$ cat config.mk
export PLATFORM = sky130hd
export DESIGN_NAME = tod_counter
export DESIGN_NICKNAME = d
export VERILOG_FILES = /design/src/rtl/tod_pkg.sv /design/src/rtl/tod_regs.sv /design/src/rtl/tod_time.sv /design/src/rtl/tod_pps.sv /design/src/rtl/tod_capture.sv /design/src/rtl/tod_counter.sv
export SDC_FILE = /design/constraint.sdc
export NUM_CORES = 1
export LEC_CHECK = 0
export ABC_AREA = 1
export CORE_ASPECT_RATIO = 1.5
export CORE_MARGIN = 3
export CORE_UTILIZATION = 30
export DETAILED_ROUTE_END_ITERATION = 16
export DONT_BUFFER_PORTS = 1
export PLACE_DENSITY = 0.45
export SKIP_CTS_REPAIR_TIMING = 1
export SLEW_MARGIN = 20
export SYNTH_ARGS = -nofsm -noshare
export SYNTH_HDL_FRONTEND = slang
export SYNTH_HIERARCHICAL = 1
export SYNTH_SLANG_ARGS = --single-unit
$ cat constraint.sdc
create_clock -name clk_i -period 7.95 [get_ports clk_i]
set_input_delay 0.795 -clock clk_i [delete_from_list [all_inputs] [get_ports clk_i]]
set_output_delay 0.795 -clock clk_i [all_outputs]
set_load 0.05 [all_outputs]
$ cat src/rtl/tod_pkg.sv
package tod_pkg;
  localparam int ADDR_W = 4;
  localparam int DATA_W = 32;

  typedef enum logic [ADDR_W-1:0] {
    A_TIME_NS    = 4'd0,
    A_SEC_LO     = 4'd1,
    A_SEC_HI     = 4'd2,
    A_LOAD       = 4'd3,
    A_INC_NS     = 4'd4,
    A_INC_FRAC   = 4'd5,
    A_ADJ_OFS    = 4'd6,
    A_ADJ_CYC    = 4'd7,
    A_PPS_W      = 4'd8,
    A_CAP_NS     = 4'd9,
    A_CAP_SEC_LO = 4'd10,
    A_CAP_SEC_HI = 4'd11
  } reg_addr_e;
endpackage

$ cat src/rtl/tod_regs.sv
module tod_regs
  import tod_pkg::*;
#(
  parameter int SEC_W       = 48,
  parameter int NS_W        = 30,
  parameter int FRAC_W      = 32,
  parameter int INC_NS_W    = 4,
  parameter int INC_NS_RST  = 8
) (
  input  logic                     clk_i,
  input  logic                     rst_ni,
  input  logic                     wr_en_i,
  input  logic [ADDR_W-1:0]        addr_i,
  input  logic [DATA_W-1:0]        wdata_i,
  output logic [DATA_W-1:0]        rdata_o,
  input  logic [NS_W-1:0]          time_ns_i,
  input  logic [SEC_W-1:0]         time_sec_i,
  input  logic [NS_W-1:0]          cap_ns_i,
  input  logic [SEC_W-1:0]         cap_sec_i,
  output logic                     load_o,
  output logic [NS_W-1:0]          load_ns_o,
  output logic [SEC_W-1:0]         load_sec_o,
  output logic [INC_NS_W-1:0]      inc_ns_o,
  output logic [FRAC_W-1:0]        inc_frac_o,
  output logic                     adj_active_o,
  output logic signed [DATA_W-1:0] adj_ofs_o,
  output logic [DATA_W-1:0]        pps_width_o
);
  localparam int SEC_HI_W = SEC_W - DATA_W;

  reg_addr_e            addr;
  logic                 wr_ns, wr_sec_lo, wr_sec_hi, wr_inc_ns, wr_inc_frac;
  logic                 wr_ofs, wr_cyc, wr_pps;
  logic [NS_W-1:0]      stage_ns_q;
  logic [DATA_W-1:0]    stage_sec_lo_q;
  logic [SEC_HI_W-1:0]  stage_sec_hi_q;
  logic [DATA_W-1:0]    adj_rem_q;

  assign addr        = reg_addr_e'(addr_i);
  assign wr_ns       = wr_en_i && addr == A_TIME_NS;
  assign wr_sec_lo   = wr_en_i && addr == A_SEC_LO;
  assign wr_sec_hi   = wr_en_i && addr == A_SEC_HI;
  assign load_o      = wr_en_i && addr == A_LOAD;
  assign wr_inc_ns   = wr_en_i && addr == A_INC_NS;
  assign wr_inc_frac = wr_en_i && addr == A_INC_FRAC;
  assign wr_ofs      = wr_en_i && addr == A_ADJ_OFS;
  assign wr_cyc      = wr_en_i && addr == A_ADJ_CYC;
  assign wr_pps      = wr_en_i && addr == A_PPS_W;

  always_ff @(posedge clk_i or negedge rst_ni) begin
    if (!rst_ni) begin
      stage_ns_q     <= '0;
      stage_sec_lo_q <= '0;
      stage_sec_hi_q <= '0;
      inc_ns_o       <= INC_NS_W'(INC_NS_RST);
      inc_frac_o     <= '0;
      adj_ofs_o      <= '0;
      pps_width_o    <= '0;
    end else begin
      if (wr_ns)       stage_ns_q     <= wdata_i[NS_W-1:0];
      if (wr_sec_lo)   stage_sec_lo_q <= wdata_i;
      if (wr_sec_hi)   stage_sec_hi_q <= wdata_i[SEC_HI_W-1:0];
      if (wr_inc_ns)   inc_ns_o       <= wdata_i[INC_NS_W-1:0];
      if (wr_inc_frac) inc_frac_o     <= wdata_i[FRAC_W-1:0];
      if (wr_ofs)      adj_ofs_o      <= wdata_i;
      if (wr_pps)      pps_width_o    <= wdata_i;
    end
  end

  // timed adjustment: load cancels, write arms, otherwise count down
  always_ff @(posedge clk_i or negedge rst_ni) begin
    if (!rst_ni)                adj_rem_q <= '0;
    else if (load_o)            adj_rem_q <= '0;
    else if (wr_cyc)            adj_rem_q <= wdata_i;
    else if (adj_rem_q != '0)   adj_rem_q <= adj_rem_q - 1'b1;
  end

  assign adj_active_o = adj_rem_q != '0;
  assign load_ns_o    = stage_ns_q;
  assign load_sec_o   = {stage_sec_hi_q, stage_sec_lo_q};

  always_comb begin
    case (addr)
      A_TIME_NS:    rdata_o = DATA_W'(time_ns_i);
      A_SEC_LO:     rdata_o = time_sec_i[DATA_W-1:0];
      A_SEC_HI:     rdata_o = DATA_W'(time_sec_i[SEC_W-1:DATA_W]);
      A_INC_NS:     rdata_o = DATA_W'(inc_ns_o);
      A_INC_FRAC:   rdata_o = DATA_W'(inc_frac_o);
      A_ADJ_OFS:    rdata_o = adj_ofs_o;
      A_ADJ_CYC:    rdata_o = adj_rem_q;
      A_PPS_W:      rdata_o = pps_width_o;
      A_CAP_NS:     rdata_o = DATA_W'(cap_ns_i);
      A_CAP_SEC_LO: rdata_o = cap_sec_i[DATA_W-1:0];
      A_CAP_SEC_HI: rdata_o = DATA_W'(cap_sec_i[SEC_W-1:DATA_W]);
      default:      rdata_o = '0;
    endcase
  end

  // a load leaves no adjustment running
  p_load_cancel_r7: assert property (@(posedge clk_i) disable iff (!rst_ni)
    load_o |=> !adj_active_o);

  // remaining count drops by exactly one per cycle while running
  p_adj_count_r5: assert property (@(posedge clk_i) disable iff (!rst_ni)
    (adj_active_o && !load_o && !wr_cyc) |=> adj_rem_q == $past(adj_rem_q) - 1'b1);
endmodule

$ cat src/rtl/tod_time.sv
module tod_time #(
  parameter int SEC_W     = 48,
  parameter int NS_W      = 30,
  parameter int FRAC_W    = 32,
  parameter int INC_NS_W  = 4,
  parameter int DATA_W    = 32,
  parameter int ADJ_SHIFT = 8,
  parameter int NS_ROLL   = 1000000000
) (
  input  logic                     clk_i,
  input  logic                     rst_ni,
  input  logic                     load_i,
  input  logic [NS_W-1:0]          load_ns_i,
  input  logic [SEC_W-1:0]         load_sec_i,
  input  logic [INC_NS_W-1:0]      inc_ns_i,
  input  logic [FRAC_W-1:0]        inc_frac_i,
  input  logic                     adj_active_i,
  input  logic signed [DATA_W-1:0] adj_ofs_i,
  output logic [NS_W-1:0]          ns_o,
  output logic [SEC_W-1:0]         sec_o,
  output logic                     rollover_o
);
  localparam int BASE_W = INC_NS_W + FRAC_W + 1;
  localparam int OFS_W  = DATA_W + ADJ_SHIFT + 1;
  localparam int STEP_W = (BASE_W > OFS_W ? BASE_W : OFS_W) + 1;
  localparam int ADD_W  = STEP_W + 1 - FRAC_W;

  logic [FRAC_W-1:0]        frac_q;
  logic signed [STEP_W-1:0] base_s, ofs_x, step_s;
  logic [STEP_W-1:0]        step_u;
  logic [STEP_W:0]          acc;
  logic [ADD_W-1:0]         ns_add;
  logic [NS_W:0]            ns_sum;
  logic                     wrap;
  logic [NS_W-1:0]          ns_nxt;

  always_comb begin
    base_s = STEP_W'({inc_ns_i, inc_frac_i});
    ofs_x  = STEP_W'(adj_ofs_i);
    ofs_x  = ofs_x <<< ADJ_SHIFT;
    step_s = adj_active_i ? base_s + ofs_x : base_s;
    // a net negative rate holds the time still
    step_u = step_s[STEP_W-1] ? '0 : step_s;
    acc    = (STEP_W+1)'(step_u) + (STEP_W+1)'(frac_q);
    ns_add = acc[STEP_W:FRAC_W];
    ns_sum = (NS_W+1)'(ns_o) + (NS_W+1)'(ns_add);
    wrap   = ns_sum >= (NS_W+1)'(NS_ROLL);
    ns_nxt = wrap ? NS_W'(ns_sum - (NS_W+1)'(NS_ROLL)) : NS_W'(ns_sum);
  end

  assign rollover_o = wrap && !load_i;

  always_ff @(posedge clk_i or negedge rst_ni) begin
    if (!rst_ni) begin
      frac_q <= '0;
      ns_o   <= '0;
      sec_o  <= '0;
    end else if (load_i) begin
      frac_q <= '0;
      ns_o   <= load_ns_i;
      sec_o  <= load_sec_i;
    end else begin
      frac_q <= acc[FRAC_W-1:0];
      ns_o   <= ns_nxt;
      if (wrap) sec_o <= sec_o + 1'b1;
    end
  end

  // without a load, seconds either hold or step by one
  p_sec_step_r3: assert property (@(posedge clk_i) disable iff (!rst_ni)
    !load_i |=> (sec_o == $past(sec_o)) || (sec_o == $past(sec_o) + SEC_W'(1)));
endmodule

$ cat src/rtl/tod_pps.sv
module tod_pps #(
  parameter int CNT_W = 32
) (
  input  logic             clk_i,
  input  logic             rst_ni,
  input  logic             rollover_i,
  input  logic [CNT_W-1:0] width_i,
  output logic             pps_o
);
  logic [CNT_W-1:0] cnt_q;

  always_ff @(posedge clk_i or negedge rst_ni) begin
    if (!rst_ni)             cnt_q <= '0;
    else if (rollover_i)     cnt_q <= width_i;
    else if (cnt_q != '0)    cnt_q <= cnt_q - 1'b1;
  end

  assign pps_o = cnt_q != '0;

  // a rollover with nonzero width raises the pulse on the next cycle
  p_pps_start_r8: assert property (@(posedge clk_i) disable iff (!rst_ni)
    (rollover_i && width_i != '0) |=> pps_o);
endmodule

$ cat src/rtl/tod_capture.sv
module tod_capture #(
  parameter int SEC_W       = 48,
  parameter int NS_W        = 30,
  parameter int SYNC_STAGES = 2
) (
  input  logic             clk_i,
  input  logic             rst_ni,
  input  logic             align_i,
  input  logic [NS_W-1:0]  ns_i,
  input  logic [SEC_W-1:0] sec_i,
  output logic             valid_o,
  output logic [NS_W-1:0]  cap_ns_o,
  output logic [SEC_W-1:0] cap_sec_o
);
  logic [SYNC_STAGES-1:0] sync_q;
  logic                   prev_q;
  logic                   rise;

  always_ff @(posedge clk_i or negedge rst_ni) begin
    if (!rst_ni) begin
      sync_q <= '0;
      prev_q <= 1'b0;
    end else begin
      sync_q <= {sync_q[SYNC_STAGES-2:0], align_i};
      prev_q <= sync_q[SYNC_STAGES-1];
    end
  end

  assign rise = sync_q[SYNC_STAGES-1] && !prev_q;

  always_ff @(posedge clk_i or negedge rst_ni) begin
    if (!rst_ni) begin
      valid_o   <= 1'b0;
      cap_ns_o  <= '0;
      cap_sec_o <= '0;
    end else begin
      valid_o <= rise;
      if (rise) begin
        cap_ns_o  <= ns_i;
        cap_sec_o <= sec_i;
      end
    end
  end

  // the strobe never lasts two cycles
  p_cap_pulse_r9: assert property (@(posedge clk_i) disable iff (!rst_ni)
    valid_o |=> !valid_o);

  // a low synchronized level makes no strobe
  p_no_cap_low_r10: assert property (@(posedge clk_i) disable iff (!rst_ni)
    !sync_q[SYNC_STAGES-1] |=> !valid_o);
endmodule

$ cat src/rtl/tod_counter.sv
module tod_counter
  import tod_pkg::*;
#(
  parameter int SEC_W       = 48,
  parameter int NS_W        = 30,
  parameter int FRAC_W      = 32,
  parameter int INC_NS_W    = 4,
  parameter int INC_NS_RST  = 8,
  parameter int ADJ_SHIFT   = 8,
  parameter int NS_ROLL     = 1000000000,
  parameter int SYNC_STAGES = 2
) (
  input  logic              clk_i,
  input  logic              rst_ni,
  input  logic              wr_en_i,
  input  logic [ADDR_W-1:0] addr_i,
  input  logic [DATA_W-1:0] wdata_i,
  output logic [DATA_W-1:0] rdata_o,
  input  logic              align_i,
  output logic              pps_o,
  output logic              cap_valid_o,
  output logic [NS_W-1:0]   cap_ns_o,
  output logic [SEC_W-1:0]  cap_sec_o
);
  logic                     load;
  logic [NS_W-1:0]          load_ns, time_ns;
  logic [SEC_W-1:0]         load_sec, time_sec;
  logic [INC_NS_W-1:0]      inc_ns;
  logic [FRAC_W-1:0]        inc_frac;
  logic                     adj_active;
  logic signed [DATA_W-1:0] adj_ofs;
  logic [DATA_W-1:0]        pps_width;
  logic                     rollover;

  tod_regs #(
    .SEC_W(SEC_W), .NS_W(NS_W), .FRAC_W(FRAC_W),
    .INC_NS_W(INC_NS_W), .INC_NS_RST(INC_NS_RST)
  ) u_regs (
    .clk_i(clk_i), .rst_ni(rst_ni),
    .wr_en_i(wr_en_i), .addr_i(addr_i), .wdata_i(wdata_i), .rdata_o(rdata_o),
    .time_ns_i(time_ns), .time_sec_i(time_sec),
    .cap_ns_i(cap_ns_o), .cap_sec_i(cap_sec_o),
    .load_o(load), .load_ns_o(load_ns), .load_sec_o(load_sec),
    .inc_ns_o(inc_ns), .inc_frac_o(inc_frac),
    .adj_active_o(adj_active), .adj_ofs_o(adj_ofs), .pps_width_o(pps_width)
  );

  tod_time #(
    .SEC_W(SEC_W), .NS_W(NS_W), .FRAC_W(FRAC_W), .INC_NS_W(INC_NS_W),
    .DATA_W(DATA_W), .ADJ_SHIFT(ADJ_SHIFT), .NS_ROLL(NS_ROLL)
  ) u_time (
    .clk_i(clk_i), .rst_ni(rst_ni),
    .load_i(load), .load_ns_i(load_ns), .load_sec_i(load_sec),
    .inc_ns_i(inc_ns), .inc_frac_i(inc_frac),
    .adj_active_i(adj_active), .adj_ofs_i(adj_ofs),
    .ns_o(time_ns), .sec_o(time_sec), .rollover_o(rollover)
  );

  tod_pps #(.CNT_W(DATA_W)) u_pps (
    .clk_i(clk_i), .rst_ni(rst_ni),
    .rollover_i(rollover), .width_i(pps_width), .pps_o(pps_o)
  );

  tod_capture #(
    .SEC_W(SEC_W), .NS_W(NS_W), .SYNC_STAGES(SYNC_STAGES)
  ) u_cap (
    .clk_i(clk_i), .rst_ni(rst_ni), .align_i(align_i),
    .ns_i(time_ns), .sec_i(time_sec),
    .valid_o(cap_valid_o), .cap_ns_o(cap_ns_o), .cap_sec_o(cap_sec_o)
  );
endmodule

==> results.toml <==
[sta]
final-setup-viol-count = 0
drv_slew = 0
worst_slew_pin_slew_ps = 1200
finClkSkew_ps = 57.6
post-route-period-util_pct = 93.7
hold_viol_final = 0
fmax_mhz = 134
layout_setup_ws_ps = 499
max-slew-margin-rel_pct = 20.2
fin_crit_ps = 7450

[clock_network]
clockRootBuffer = "clkbuf_16"
cts_tree = "done"
clock_insertion_delay_worst_skew_ps = 660
cts_buffer_depth = 3
cts_buffers = 50
cts_sinks = 434
clk_pin_slew_worst_paths_ps = 70
h-tree-depth = 2

[synthesis]
synth_top_family_by_area = "simple AND/OR/NAND/NOR gates"
synthTopCellsByCount = "1,434 x nand2_1, 433 x dfrtp_1, 385 x nor2_1, 354 x inv_1, 319 x nand3_1"
yosysTopAreaCellShare_pct = 37.9
synthFlopType = "dfrtp_1"
synth.area.mux_share_pct = 0
syn_area_um2 = 28600
synth-edff-count = 0
synth_top_cell_by_area = "dfrtp_1"
synth-xor-area-share_pct = 3.15
synth_fp_nets = 4270
async_flop_share_pct = 100
ys_seq_area_share_pct = 38.0
yosys_warnings = 6
yosysMostFrequentCell = "nand2_1"
synthCells = 4151
synth.ff_latch_count = 434
yosysUniqueCellTypes = 61
synth-adder-area-share_pct = 3.54
yosys-top-cells-area = "dfrtp_1 38%, nand2_1 19%, nand3_1 5.6%"
yosys.area_share.simple_pct = 36.6
synth_compound_area_share_pct = 10.9
syn_area_per_cell_um2 = 6.88

[placement]
place_congestion = 1.02
placedCellCount = 5363
dp_hpwl_mm = 103
port_buffers = 0
post-place-ws_ps = -182

[worst_setup_path]
worstPathArrival_ps = 7940
cp_common_cell = "nand2_1"
endpoint_kind = "flip-flop"
critical_path_class = "reg -> reg"
r2r_slack_ps = 500
worst_path_largest_cell_delay_ps = 410
cp_max_fo = 20
regToRegStartpoint = "u_regs/adj_ofs_o[0]"
r2r_end = "u_pps/cnt_q[23]"
start_kind = "flip-flop"
r2r_cells = 43
slowest_stage = "fa_1"
cp.required_ps = 8440

[drt]
ant_nets = 0
drc = 0
wl_per_cell_um = 24.9
drt-met1-wl_mm = 51.5
routed_via_density = 5.17
wl_met3_mm = 9.01
totalWireLength_mm = 136
met2_wirelength_mm = 65.7
drtIter0Drc = 2325
dr.pass1.iters = 8
top_layer_used = "met5"
vias = 28300

[global_route]
overflow = 0
gr-usage-all-layers_pct = 26.8
antenna_found_initial = 12
grt_max_degree = 435
grt_pass1_wl_mm = 194
grt_pass1_vias = 27800

[floorplan]
initial_core_util_pct = 30.3
ios = 152
core_area_um2 = 94400
die_height_um = 384
die_area_um2 = 99100
std_cell_rows = 138
fp.dieW_um = 258

[worst_hold_path]
min_path_type = "in -> async"

[power]
power_leakage_nw = 15.9
peakVddDrop_v = 0.000167
power.density_nw_per_um2 = 374

[finish]
multiInputGateArea_um2 = 15600
syn_to_final_growth_pct = 12.6
fillers = 10400
finalNonFillerCells = 5461
drive_above_1_share_pct = 9.69
nNetsFinal = 4278
seq_area_um2 = 10900
fin_util_pct = 34.1

[outcome]
status = "complete, no violations"

[flow_run]
maxCapViolations = 0
sequential cells by signal (all words and copies together), names as in the netlist, 4 cells and up:
signal,flops
u_regs/stage_sec_hi_q,16
u_regs/adj_ofs_o,32
u_regs/stage_sec_lo_q,32
u_cap/cap_ns_o,30
u_regs/inc_frac_o,32
u_time/sec_o,48
u_cap/cap_sec_o,48
u_regs/pps_width_o,32
u_time/ns_o,30
u_pps/cnt_q,32
u_regs/load_ns_o,30
u_regs/adj_rem_q,32
u_regs/inc_ns_o,4
u_time/frac_q,32
area by class of cell:
cell class,count,share of cell area (%)
multi-input combinational,3186,48.6
sequential,434,33.8
tap,1260,4.90
inverter,387,4.54
clock buffer,69,4.43
timing repair buffer,100,2.73
clock inverter,23,1.02
antenna,2,0.0156
stage by stage:
stage	hold slack (ps)	power, W	instance area (µm²)	setup TNS, ps
CTS	-154	0.0119	32000	-6770
global placement	347	0.00933	30200	-1490
floorplan	331	0.00737	28600	0
global route	89.9	0.0128	32200	-62.6
detailed placement	343	0.00935	30200	-2560
finish	93.0	0.0120	32200	0
layout by cell type (no fill, tap or decap), types with 13 or more instances in the layout:
cell type	n
nor2_1	383
inv_2	29
o21ai_0	291
nor3_1	28
nand3b_1	25
inv_1	352
nand2_1	1428
clkbuf_16	51
or2_2	15
nand3_1	319
xnor2_1	22
nor2_2	21
nand3_2	29
nand4_1	50
nand2_2	59
a21oi_1	173
ha_1	73
nand2_4	13
o21ai_1	52
dfrtp_1	432
xor2_1	79
buf_4	91
worst max-delay path, delay by kind of cell (launching register included):
kind                       cells  cell delay (ps)
AOI/OAI and AO/OA              7             1220
adders and majority gates      4             1390
DFF                            1              400
and+or+nand+nor               24             2900
buffers and inverters          6              720
xor gates and xnor gates       2              630
logic make-up after synthesis:
logic type,after synthesis
adders and majority gates,79
and+or+nand+nor,2414
other,1
xor gates and xnor gates,102
DFF,434
buffers and inverters,531
AOI/OAI and AO/OA,590
power breakdown:
part | internal [W] | leakage (nW) | switching (W) | total [W]
clock | 0.00146 | 0.841 | 0.00108 | 0.00254
combinational | 0.00170 | 9.55 | 0.00326 | 0.00496
sequential | 0.00292 | 5.49 | 0.00161 | 0.00453
total | 0.00608 | 15.9 | 0.00596 | 0.0120
worst max-delay path by stage:
stage | from | to | slack, ps | cells after the start
finish | u_regs/adj_ofs_o[0] | u_pps/cnt_q[23] | 500 | 43
global route | u_regs/adj_ofs_o[0] | u_pps/cnt_q[23] | -20 | 55
CTS | u_regs/adj_ofs_o[0] | u_pps/cnt_q[1] | -260 | 48
detailed placement | u_regs/adj_ofs_o[0] | u_pps/cnt_q[1] | -180 | 48
global placement | u_regs/adj_ofs_o[0] | u_pps/cnt_q[23] | -140 | 47
floorplan | u_regs/adj_rem_q[0] | u_pps/cnt_q[12] | 600 | 48
per-layer routing:
layer / global-route usage (%) / up-vias
met5: 0 / -
met3: 5.55 / 295
met2: 46.5 / 918
met1: 30.3 / 13700
li1: - / 13300
met4: 15.9 / 2
Note: power is estimated with default switching activity, not from simulation.
